--- config.mk ---
export PLATFORM = sky130hd
export DESIGN_NAME = bank_bubble_sched
export DESIGN_NICKNAME = d
export VERILOG_FILES = /design/src/rtl/bsched_pkg.sv /design/src/rtl/bsched_addr_map.sv /design/src/rtl/bsched_gap_rule.sv /design/src/rtl/bsched_issue_reg.sv /design/src/rtl/bank_bubble_sched.sv
export SDC_FILE = /design/constraint.sdc
export NUM_CORES = 1
export LEC_CHECK = 0
export ABC_AREA = 1
export BUFFER_PORTS_ARGS = -buffer_cell sky130_fd_sc_hd__buf_2
export CAP_MARGIN = 20
export CORE_MARGIN = 3
export CORE_UTILIZATION = 48
export CTS_CLUSTER_DIAMETER = 100
export CTS_CLUSTER_SIZE = 20
export DETAILED_ROUTE_END_ITERATION = 12
export PLACE_DENSITY = 0.76
export REMOVE_ABC_BUFFERS = 1
export SYNTH_ARGS = -nofsm -noshare
export SYNTH_HDL_FRONTEND = slang
export SYNTH_SLANG_ARGS = --single-unit
--- constraint.sdc ---
create_clock -name clk -period 2.4 [get_ports clk]
set_clock_uncertainty 0.2 [all_clocks]
set_input_delay 0.24 -clock clk [delete_from_list [all_inputs] [get_ports clk]]
set_output_delay 0.24 -clock clk [all_outputs]
set_load 0.02 [all_outputs]
--- src/rtl/bsched_pkg.sv ---
package bsched_pkg;

    typedef enum logic {
        OP_RD = 1'b0,
        OP_WR = 1'b1
    } op_e;

    // Decoded attributes of one transaction used by the spacing rules
    typedef struct packed {
        op_e  op;
        logic bank;
    } txn_attr_t;

    // Banking is only meaningful when a spare address bit exists above the index MSB
    function automatic logic bank_usable(input logic en, input logic [2:0] size_code,
                                         input int unsigned n_sizes);
        return en && (32'(size_code) < (n_sizes - 1));
    endfunction

endpackage

--- src/rtl/bsched_addr_map.sv ---
module bsched_addr_map #(
    parameter int unsigned MSB_BASE = 19,
    parameter int unsigned N_SIZES  = 5,
    parameter int unsigned SIZE_W   = 3,
    localparam int unsigned ADDR_W  = MSB_BASE + N_SIZES,
    localparam int unsigned POS_W   = $clog2(ADDR_W)
) (
    input  logic [ADDR_W-1:0] pa,
    input  logic [SIZE_W-1:0] size_code,
    input  logic              bank_en,
    output logic [ADDR_W-1:0] addr,
    output logic              bank,
    output logic              bank_on
);
    import bsched_pkg::*;

    logic [SIZE_W-1:0] size_clamp;
    logic [POS_W-1:0]  msb_pos;
    logic [POS_W-1:0]  ce_pos;

    always_comb begin
        if (32'(size_code) > N_SIZES - 1) size_clamp = SIZE_W'(N_SIZES - 1);
        else                              size_clamp = size_code;
        msb_pos = POS_W'(MSB_BASE) + POS_W'(size_clamp);
        ce_pos  = msb_pos + POS_W'(1);
        bank_on = bank_usable(bank_en, 3'(size_clamp), N_SIZES);
        bank    = pa[msb_pos];
        addr    = pa;
        if (bank_on) addr[ce_pos] = ~pa[msb_pos];
    end

endmodule

--- src/rtl/bsched_gap_rule.sv ---
module bsched_gap_rule (
    input  logic                  prev_vld,
    input  bsched_pkg::txn_attr_t prev,
    input  bsched_pkg::txn_attr_t next,
    input  logic                  rd_gap,
    input  logic                  wr_gap,
    input  logic                  bank_gap,
    input  logic                  bank_on,
    output logic                  need_gap
);
    import bsched_pkg::*;

    logic both_rd, both_wr, bank_switch;

    always_comb begin
        both_rd     = (prev.op == OP_RD) && (next.op == OP_RD);
        both_wr     = (prev.op == OP_WR) && (next.op == OP_WR);
        bank_switch = bank_gap && bank_on && (prev.bank != next.bank);
        need_gap    = prev_vld && ((both_rd && (rd_gap || bank_switch)) ||
                                   (both_wr && wr_gap));
    end

endmodule

--- src/rtl/bsched_issue_reg.sv ---
module bsched_issue_reg #(
    parameter int unsigned ADDR_W = 24
) (
    input  logic                  clk,
    input  logic                  rst,
    input  logic                  take,
    input  bsched_pkg::txn_attr_t in_attr,
    input  logic [ADDR_W-1:0]     in_addr,
    output logic                  out_vld,
    output bsched_pkg::txn_attr_t out_attr,
    output logic [ADDR_W-1:0]     out_addr
);
    import bsched_pkg::*;

    always_ff @(posedge clk) begin
        if (rst) begin
            out_vld  <= 1'b0;
            out_attr <= '{op: OP_RD, bank: 1'b0};
            out_addr <= '0;
        end else begin
            out_vld <= take;
            if (take) begin
                out_attr <= in_attr;
                out_addr <= in_addr;
            end
        end
    end

    AST_STROBE_FROM_TAKE: assert property (@(posedge clk) disable iff (rst)
        take |=> out_vld) else $error("issue missing after accept");

endmodule

--- src/rtl/bank_bubble_sched.sv ---
module bank_bubble_sched #(
    parameter int unsigned MSB_BASE = 19,
    parameter int unsigned N_SIZES  = 5,
    parameter int unsigned SIZE_W   = 3,
    localparam int unsigned ADDR_W  = MSB_BASE + N_SIZES
) (
    input  logic              clk,
    input  logic              rst,
    input  logic [SIZE_W-1:0] cfg_size,
    input  logic              cfg_bank_en,
    input  logic              cfg_rd_gap,
    input  logic              cfg_wr_gap,
    input  logic              cfg_bank_gap,
    input  logic              req_valid,
    output logic              req_ready,
    input  logic              req_wr,
    input  logic [ADDR_W-1:0] req_pa,
    output logic              iss_stb,
    output logic              iss_wr,
    output logic [ADDR_W-1:0] iss_addr
);
    import bsched_pkg::*;

    logic [ADDR_W-1:0] map_addr;
    logic              map_bank;
    logic              bank_on;
    txn_attr_t         new_attr;
    txn_attr_t         last_attr;
    logic              need_gap;
    logic              take;

    bsched_addr_map #(
        .MSB_BASE (MSB_BASE),
        .N_SIZES  (N_SIZES),
        .SIZE_W   (SIZE_W)
    ) i_map (
        .pa        (req_pa),
        .size_code (cfg_size),
        .bank_en   (cfg_bank_en),
        .addr      (map_addr),
        .bank      (map_bank),
        .bank_on   (bank_on)
    );

    always_comb begin
        new_attr.op   = req_wr ? OP_WR : OP_RD;
        new_attr.bank = map_bank;
    end

    bsched_gap_rule i_rule (
        .prev_vld (iss_stb),
        .prev     (last_attr),
        .next     (new_attr),
        .rd_gap   (cfg_rd_gap),
        .wr_gap   (cfg_wr_gap),
        .bank_gap (cfg_bank_gap),
        .bank_on  (bank_on),
        .need_gap (need_gap)
    );

    assign req_ready = !need_gap;
    assign take      = req_valid && req_ready;

    bsched_issue_reg #(.ADDR_W(ADDR_W)) i_issue (
        .clk      (clk),
        .rst      (rst),
        .take     (take),
        .in_attr  (new_attr),
        .in_addr  (map_addr),
        .out_vld  (iss_stb),
        .out_attr (last_attr),
        .out_addr (iss_addr)
    );

    assign iss_wr = (last_attr.op == OP_WR);

    AST_NO_SPURIOUS_ISSUE: assert property (@(posedge clk) disable iff (rst)
        !take |=> !iss_stb) else $error("issue without accept");
    AST_RD_RD_SPACED: assert property (@(posedge clk) disable iff (rst)
        (iss_stb && !iss_wr && cfg_rd_gap) |=> !(iss_stb && !iss_wr)) else $error("adjacent reads");
    AST_WR_WR_SPACED: assert property (@(posedge clk) disable iff (rst)
        (iss_stb && iss_wr && cfg_wr_gap) |=> !(iss_stb && iss_wr)) else $error("adjacent writes");
    AST_BANK_SWITCH_SPACED: assert property (@(posedge clk) disable iff (rst)
        (iss_stb && !iss_wr && cfg_bank_gap && bank_on) |=>
        !(iss_stb && !iss_wr && (last_attr.bank != $past(last_attr.bank)))) else $error("bank switch adjacent");
    AST_HELD_REQUEST: assert property (@(posedge clk) disable iff (rst)
        (req_valid && !req_ready) |=> (req_valid && $stable(req_wr) && $stable(req_pa))) else $error("request dropped");

endmodule

==> results of run 1 <==
-- path summary, 6_finish.rpt --
kind              cells after the start                  end                start  slack (ns)
hold / removal                        5  i_issue.out_addr[9]            req_pa[9]       0.007
hold reg to reg                       2  i_issue.out_addr[5]  i_issue.out_addr[5]        0.30
setup / recovery                     14            req_ready          cfg_size[2]        0.15
setup reg to reg                     11  i_issue.out_addr[7]  i_issue.out_attr[0]        0.85
-- final cells by class --
cell class	count	area [um2]
fill	271	960
multi-input combinational	148	763
sequential	27	541
timing repair buffer	68	390
inverter	38	143
tap	42	52.6
clock buffer	3	22.5
clock inverter	1	5.00
-- through the flow --
stage          worst slack (ns)  hold WS, ns  utilization, %  cells
2_1_floorplan             0.155        0.112               -    213
3_3_place_gp             0.0940        0.220            64.4    321
3_5_place_dp             0.0180        0.222            64.4    321
4_1_cts                   0.101      0.00266            66.0    327
5_1_grt                 0.00135      0.00922            66.6    327
6_report                  0.145      0.00680            66.6    327
-- state kept, by name (all words and copies together) (netlist names) --
name / cells
i_issue.out_vld: 1
i_issue.out_attr: 2
i_issue.out_addr: 24
-- worst register-to-register path, stage by stage, from the launching register on --
cell	delay, ns
sky130_fd_sc_hd__dfxtp_1	0.35
sky130_fd_sc_hd__inv_1	0.05
sky130_fd_sc_hd__nand3_1	0.07
sky130_fd_sc_hd__nand3_1	0.09
sky130_fd_sc_hd__nand2_1	0.05
sky130_fd_sc_hd__nand2_1	0.06
sky130_fd_sc_hd__nand2_2	0.07
sky130_fd_sc_hd__nand2_4	0.12
sky130_fd_sc_hd__buf_12	0.18
sky130_fd_sc_hd__nand3_1	0.09
sky130_fd_sc_hd__nand2_1	0.07
sky130_fd_sc_hd__nor2_1	0.05
-- synth_stat cells (all sizes together) --
cell type	count
nand2	40
nand3	38
inv	37
nor2	29
dfxtp	27
a21oi	26
buf	8
clkbuf	5
ha	5
o21ai	4
o31ai	4
clkinv	1
nand3b	1
xnor2	1
-- layer usage --
metal | wire length (um) | part of all wire [%]
met4 | 51 | 1.5
met2 | 1570 | 47
met5 | 0 | 0
met3 | 191 | 5.7
met1 | 1560 | 46
-- cell families after synthesis --
group / count (synthesis)
AO/OA/AOI/OAI: 34
XOR/XNOR: 1
adder cells (fa/ha/maj): 5
buffers and inverters: 51
flip-flops: 27
AND/OR/NAND/NOR: 108
-- timing repair --
| item | 4_1_cts | 5_1_grt |
|---|---|---|
| setup endpoints to repair | 0 | 1 |
| setup buffers | 0 | 0 |
| hold buffers | 2 | 0 |
| hold endpoints to repair | 2 | 0 |
| resized for setup | 0 | 3 |
-- power breakdown --
group          switching, mW  total (mW)  internal [mW]
logic                  0.168       0.282          0.115
clock network          0.131       0.194         0.0625
registers             0.0188       0.503          0.484
==> flow_summary.toml, run 1 <==
[floorplanning]
die_height_um = 62.3
top_level_ports = 62
die_x_um = 62.3
floorplan.die_area_mm2 = 0.00388
core.rowCount = 19
core-area_mm2 = 0.00288
initial_utilization_pct = 52.9

[yosys]
sequential_share_of_the_synthesized_area_pct = 35.5
synth.top_cell.area_share_pct = 35.5
post_synthesis_compound_gate_area_fraction_pct = 11.8
netlist_top_cells_area = "sky130_fd_sc_hd__dfxtp_1 (36%), sky130_fd_sc_hd__nand3_1 (11%), sky130_fd_sc_hd__inv_1 (8.9%)"
yosys.area_share.xor_xnor_pct = 0.576
synth.avg_cell_area_um2 = 6.73
synth_top_family_by_area = "simple AND/OR/NAND/NOR gates"
ys_seq_elements = 27
synth_warnings = 0
post_synth_and_or_nand_nor_area_fraction_pct = 32.6
yosys.cell_types.count = 19
synthesis.area_mm2 = 0.00152
synthCells = 226
yosys.area_share.adder_pct = 4.11
synth.mux.area_fraction_pct = 0
synth_largest_area_cell = "sky130_fd_sc_hd__dfxtp_1"

[critical_path]
worst_setup_end_kind = "output port"
buffer_and_inverter_count_on_the_worst_path = 3
worstPathArrival_ns = 1.81
crit_path_start_kind = "input port"
crit_required_ns = 1.96
cp_cell_sequence = "buf_2 > inv_2 > nand2_4 > ha_1 > xnor2_1 > nand3b_1 > nand2_2 > nand2_1 > nand3_1 > nand2_1 > nand2_1 > nand2_2 > nand2_4 > buf_4"
cpMostUsedCell = "sky130_fd_sc_hd__nand2_1"
cpLargestDelayFamily = "simple AND/OR/NAND/NOR gates"
critical_path.slowest_cell = "sky130_fd_sc_hd__ha_1"
critPathMaxStageDelay_ns = 0.23
critPathKind = "input port to output port"
crit_fanout = 8

[global_routing]
grt.met1_usage_pct = 23.3
first_global_vias = 1310
groute.layer.met2.usage_pct = 28.1
grt_max_degree = 29
grt_first_pass_wirelength_mm = 5.81
globalRoute.busiestLayer = "met2"
grt_antenna_before_repair = 0
global_route.usage.total_pct = 17.5
gr-total-overflow = 0
met3_usage_pct = 4.50

[power]
power.density_cell_area_mw_per_mm2 = 511
power_after_layout_mw = 0.979
leakagePower_nw = 1.11
peakVddDrop_mv = 0.366

[run_status]
outcome = "finished, final reports clean"

[timing]
final.min_clock_period_ns = 2.25
hold_violations = 0
tns_ns = 0
clock.fmax_ghz = 0.444
timing.final.setup_violations = 0
rsz0062_at_grt = "false"
timing_max_transition_violations_final = 0
max_slew_margin_pct = 53.2
final.period_utilization_pct = 93.9
tightestPinTransition_ns = 0.697

[cts]
cts_root_buffer = "sky130_fd_sc_hd__clkbuf_4"
clk-insertion-delay-late_ns = 0.33
clkTransAtPathRegs_ns = 0.14
cts.sink_count = 27
clockBufferDepth = 2
cts_tree = "yes"
htree_levels = 1
cts_inserted_buffers = 3

[min_path]
hold_path_class = "input port to flop"

[job]
maxCapViolations = 0

[finish]
final_net_count = 326
drive_gt1_share_pct = 28.4
stdcell_area_mm2 = 0.00192
layout_commonest_cell = "sky130_fd_sc_hd__buf_2"
flow.area_growth_from_synthesis_pct = 26.0
num_antenna_cells = 0
final_cell_mix = "sky130_fd_sc_hd__buf_2 (60), sky130_fd_sc_hd__inv_1 (36), sky130_fd_sc_hd__nand2_1 (35), sky130_fd_sc_hd__nand3_1 (34), sky130_fd_sc_hd__nor2_1 (29)"

[drt]
drc = 0
routedWlPerCell_um = 10.3
viasPerCell = 4.68
dr_total_vias = 1529
postRouteWirelength_mm = 3.38
drt-pass1-iter-count = 4
initialDrtViolationCount = 53
antenna_left = 0

[placed_design]
globalplace.congestion = 0.755
place_hpwl_mm = 2.47
place_area_mm2 = 0.00185
port_buffers = 61
Power figures use the tool's default switching activity.
==> run 2: changes to the inputs <==
--- a/config.mk
+++ b/config.mk
@@ -5,7 +5,6 @@
 export SDC_FILE = /design/constraint.sdc
 export NUM_CORES = 1
 export LEC_CHECK = 0
-export ABC_AREA = 1
 export BUFFER_PORTS_ARGS = -buffer_cell sky130_fd_sc_hd__buf_2
 export CAP_MARGIN = 20
 export CORE_MARGIN = 3
@@ -13,7 +12,7 @@
 export CTS_CLUSTER_DIAMETER = 100
 export CTS_CLUSTER_SIZE = 20
 export DETAILED_ROUTE_END_ITERATION = 12
-export PLACE_DENSITY = 0.76
+export PLACE_DENSITY = 0.75
 export REMOVE_ABC_BUFFERS = 1
 export SYNTH_ARGS = -nofsm -noshare
 export SYNTH_HDL_FRONTEND = slang
==> run 2 against run 1 <==
The run now ends with negative setup slack left. Core utilization grew 13 points. Die area up 0.97%. Flip-flop and latch count did not move. Worst hold slack better by 0.030 ns. Largest cell class unchanged. Non-clock buffer count grew 27. Worst setup slack lost 0.19 ns. Sequential share of layout area fell by 4.8 points. Critical endpoint unchanged. Highest routed layer unchanged. Sequential power rose by 1%. Via count down 4.2%. Area after synthesis increased by 1.1%.
==> flow_summary.toml, run 2 <==
[run_status]
outcome = "finished with violations"
violations = "negative setup slack"

[cts]
clockBufferDepth = 2
clk-insertion-delay-late_ns = 0.33
cts_tree = "yes"
clkTransAtPathRegs_ns = 0.15
cts.sink_count = 27
htree_levels = 1
cts_inserted_buffers = 3
cts_root_buffer = "sky130_fd_sc_hd__clkbuf_4"

[finish]
largest-register = "i_issue.out_addr"
drive_gt1_share_pct = 39.4
multi_input_gate_area_in_the_final_layout_mm2 = 0.00103
layout_commonest_cell = "sky130_fd_sc_hd__buf_2"
flow.area_growth_from_synthesis_pct = 50.4
largest_reg_flops = 24
largest_regs = "i_issue.out_addr (24), i_issue.out_attr (2), i_issue.out_vld (1)"
total_of_fill_cells_in_the_finished_design = 212
final_cell_mix = "sky130_fd_sc_hd__buf_2 (59), sky130_fd_sc_hd__nand2b_1 (44), sky130_fd_sc_hd__dfxtp_1 (27), sky130_fd_sc_hd__mux2i_1 (25), sky130_fd_sc_hd__dlygate4sd3_1 (21)"
number_of_non_filler_instances_in_the_completed_layout = 291
final_net_count = 290
utilization_after_layout_pct = 79.7
seqCellArea_um2 = 541
num_antenna_cells = 0
stdcell_area_mm2 = 0.00231

[timing]
timing_max_transition_violations_final = 0
max_slew_margin_pct = 59.6
final.period_utilization_pct = 102
clock.fmax_ghz = 0.408
final.min_clock_period_ns = 2.45
hold_violations = 0
timing.final.setup_violations = 1
tightestPinTransition_ns = 0.606
layout_setup_ws_ns = -0.0493
rsz0062_at_grt = "true"

[power]
power.density_cell_area_mw_per_mm2 = 477
peakVddDrop_mv = 0.297
leakagePower_nw = 1.08
power_after_layout_mw = 1.10

[drt]
drt-pass1-iter-count = 4
met3_wirelength_um = 214
viasPerCell = 5.03
detailroute.wirelength.met2_mm = 2.13
initialDrtViolationCount = 53
antenna_left = 0
drt-met1-wl_mm = 1.65
drc = 0
postRouteWirelength_mm = 4.03
dr_total_vias = 1465
top_layer_used = "met4"
routedWlPerCell_um = 13.9

[yosys]
ys_seq_elements = 27
sequential_share_of_the_synthesized_area_pct = 35.2
synth_most_common_cell = "sky130_fd_sc_hd__nand2b_1"
synth.mux.area_fraction_pct = 19.5
post_synth_and_or_nand_nor_area_fraction_pct = 23.8
synth_largest_area_cell = "sky130_fd_sc_hd__dfxtp_1"
yosys.area_share.adder_pct = 4.07
synth_warnings = 0
synthCells = 159
yosys.cell_types.count = 29
synth.avg_cell_area_um2 = 9.67
post_synthesis_compound_gate_area_fraction_pct = 12.8
yosys_most_used_dff = "sky130_fd_sc_hd__dfxtp_1"
synth_top_family_by_area = "simple AND/OR/NAND/NOR gates"
synth.cells.most_frequent = "sky130_fd_sc_hd__nand2b_1 (45), sky130_fd_sc_hd__dfxtp_1 (27), sky130_fd_sc_hd__mux2i_1 (27)"
async_s_r_ff_share_synth_pct = 0
yosys.area_share.xor_xnor_pct = 0
synthesis.area_mm2 = 0.00154
synth.top_cell.area_share_pct = 35.2
netlist_top_cells_area = "sky130_fd_sc_hd__dfxtp_1 (35%), sky130_fd_sc_hd__nand2b_1 (18%), sky130_fd_sc_hd__mux2i_1 (18%)"
synth_enable_flop_cells = 0

[critical_path]
critical_path.slowest_cell = "sky130_fd_sc_hd__or3_4"
cp_cell_sequence = "buf_6 > nor2b_4 > inv_2 > ha_4 > inv_4 > nor3b_4 > buf_4 > a211oi_4 > or3_4 > a21oi_2 > o31ai_1 > buf_2"
cpLargestDelayFamily = "simple AND/OR/NAND/NOR gates"
crit_path_start_kind = "input port"
worstPathArrival_ns = 2.01
crit_fanout = 5
critPathKind = "input port to output port"
critPathMaxStageDelay_ns = 0.37
worst_setup_end_kind = "output port"
crit_required_ns = 1.96
buffer_and_inverter_count_on_the_worst_path = 5

[placed_design]
port_buffers = 61
place_hpwl_mm = 2.61
place_area_mm2 = 0.00193
dpl.cell_count = 263
placement_stage_worst_setup_slack_ns = -0.198
globalplace.congestion = 0.813

[floorplanning]
initial_utilization_pct = 53.0
floorplan.die_area_mm2 = 0.00392
die_x_um = 62.6
top_level_ports = 62
core-area_mm2 = 0.00290
die_height_um = 62.6
core.rowCount = 19

[global_routing]
first_global_vias = 1489
grt_max_degree = 52
grt_first_pass_wirelength_mm = 6.84
grt_antenna_before_repair = 0
global_route.usage.total_pct = 21.1
gr-total-overflow = 0

[min_path]
hold_path_class = "input port to flop"

[job]
maxCapViolations = 0
## run 2: cell count changes after synthesis, sizes merged, moves of 24 or more
cell	before	now
inv	37	4
nand2	40	1
nor2	29	5
nand2b	0	45
nand3	38	1
mux2i	0	27
## run 2: cell families (layout without fill, tap and decap cells)
group                      after synthesis  in the layout
and+or+nand+nor                         60             60
muxes                                   29             29
DFF                                     27             27
AOI/OAI and AO/OA                       25             25
buffers and inverters                   13            103
adders and majority gates                5              5
## run 2: power by group
| group | leakage [nW] | total [mW] | switching [mW] | internal [mW] |
|---|---|---|---|---|
| combinational | 0.840 | 0.386 | 0.194 | 0.192 |
| clock | 0.0139 | 0.209 | 0.145 | 0.0637 |
| sequential | 0.223 | 0.508 | 0.0210 | 0.487 |
| total | 1.08 | 1.10 | 0.360 | 0.743 |
## run 2: final cells by class
class	count	area share, %
Multi-Input combinational cell	119	44.5
Timing Repair Buffer	95	27.8
Sequential cell	27	23.4
Tap cell	42	2.27
Clock buffer	3	0.974
Inverter	4	0.758
Clock inverter	1	0.325
## run 2: layer usage
layer	GRT usage (%)	vias to the layer above
li1	-	722
met1	24.5	689
met2	39.0	48
met3	4.32	6
met4	5.51	0
met5	0	-
## run 2: worst paths after layout
| kind | start | to | slack (ns) | cells after the start |
|---|---|---|---|---|
| worst max register to register | i_issue.out_attr[1] | i_issue.out_addr[0] | 0.41 | 7 |
| worst min register to register | i_issue.out_addr[6] | i_issue.out_addr[6] | 0.28 | 2 |
| worst max-delay path | cfg_size[0] | req_ready | -0.05 | 12 |
| worst min-delay path | req_valid | i_issue.out_attr[1] | 0.04 | 3 |
## run 2: through the flow
| step | TNS [ns] | hold WS (ns) |
|---|---|---|
| floorplan | -15.56 | 0.112 |
| global placement | -1.90 | 0.257 |
| detailed placement | -3.89 | 0.262 |
| CTS | 0 | 0.0272 |
| global route | -0.134 | 0.0473 |
| finish | -0.0493 | 0.0364 |
## run 2: worst reg2reg max path: stages, from the launching register on
cell                      delay, ns
sky130_fd_sc_hd__dfxtp_1       0.36
sky130_fd_sc_hd__and3_1        0.17
sky130_fd_sc_hd__o21ai_1       0.31
sky130_fd_sc_hd__a21oi_1       0.12
sky130_fd_sc_hd__o21a_1        0.11
sky130_fd_sc_hd__a211o_1       0.30
sky130_fd_sc_hd__buf_12        0.19
sky130_fd_sc_hd__mux2i_1       0.19
## run 2: what timing repair did
item	in CTS	in global routing
hold buffers	21	0
buffers inserted	3	0
endpoints found under the setup margin	1	25
gates resized for setup	22	5
endpoints found under the hold margin	21	0
pin swaps	8	5
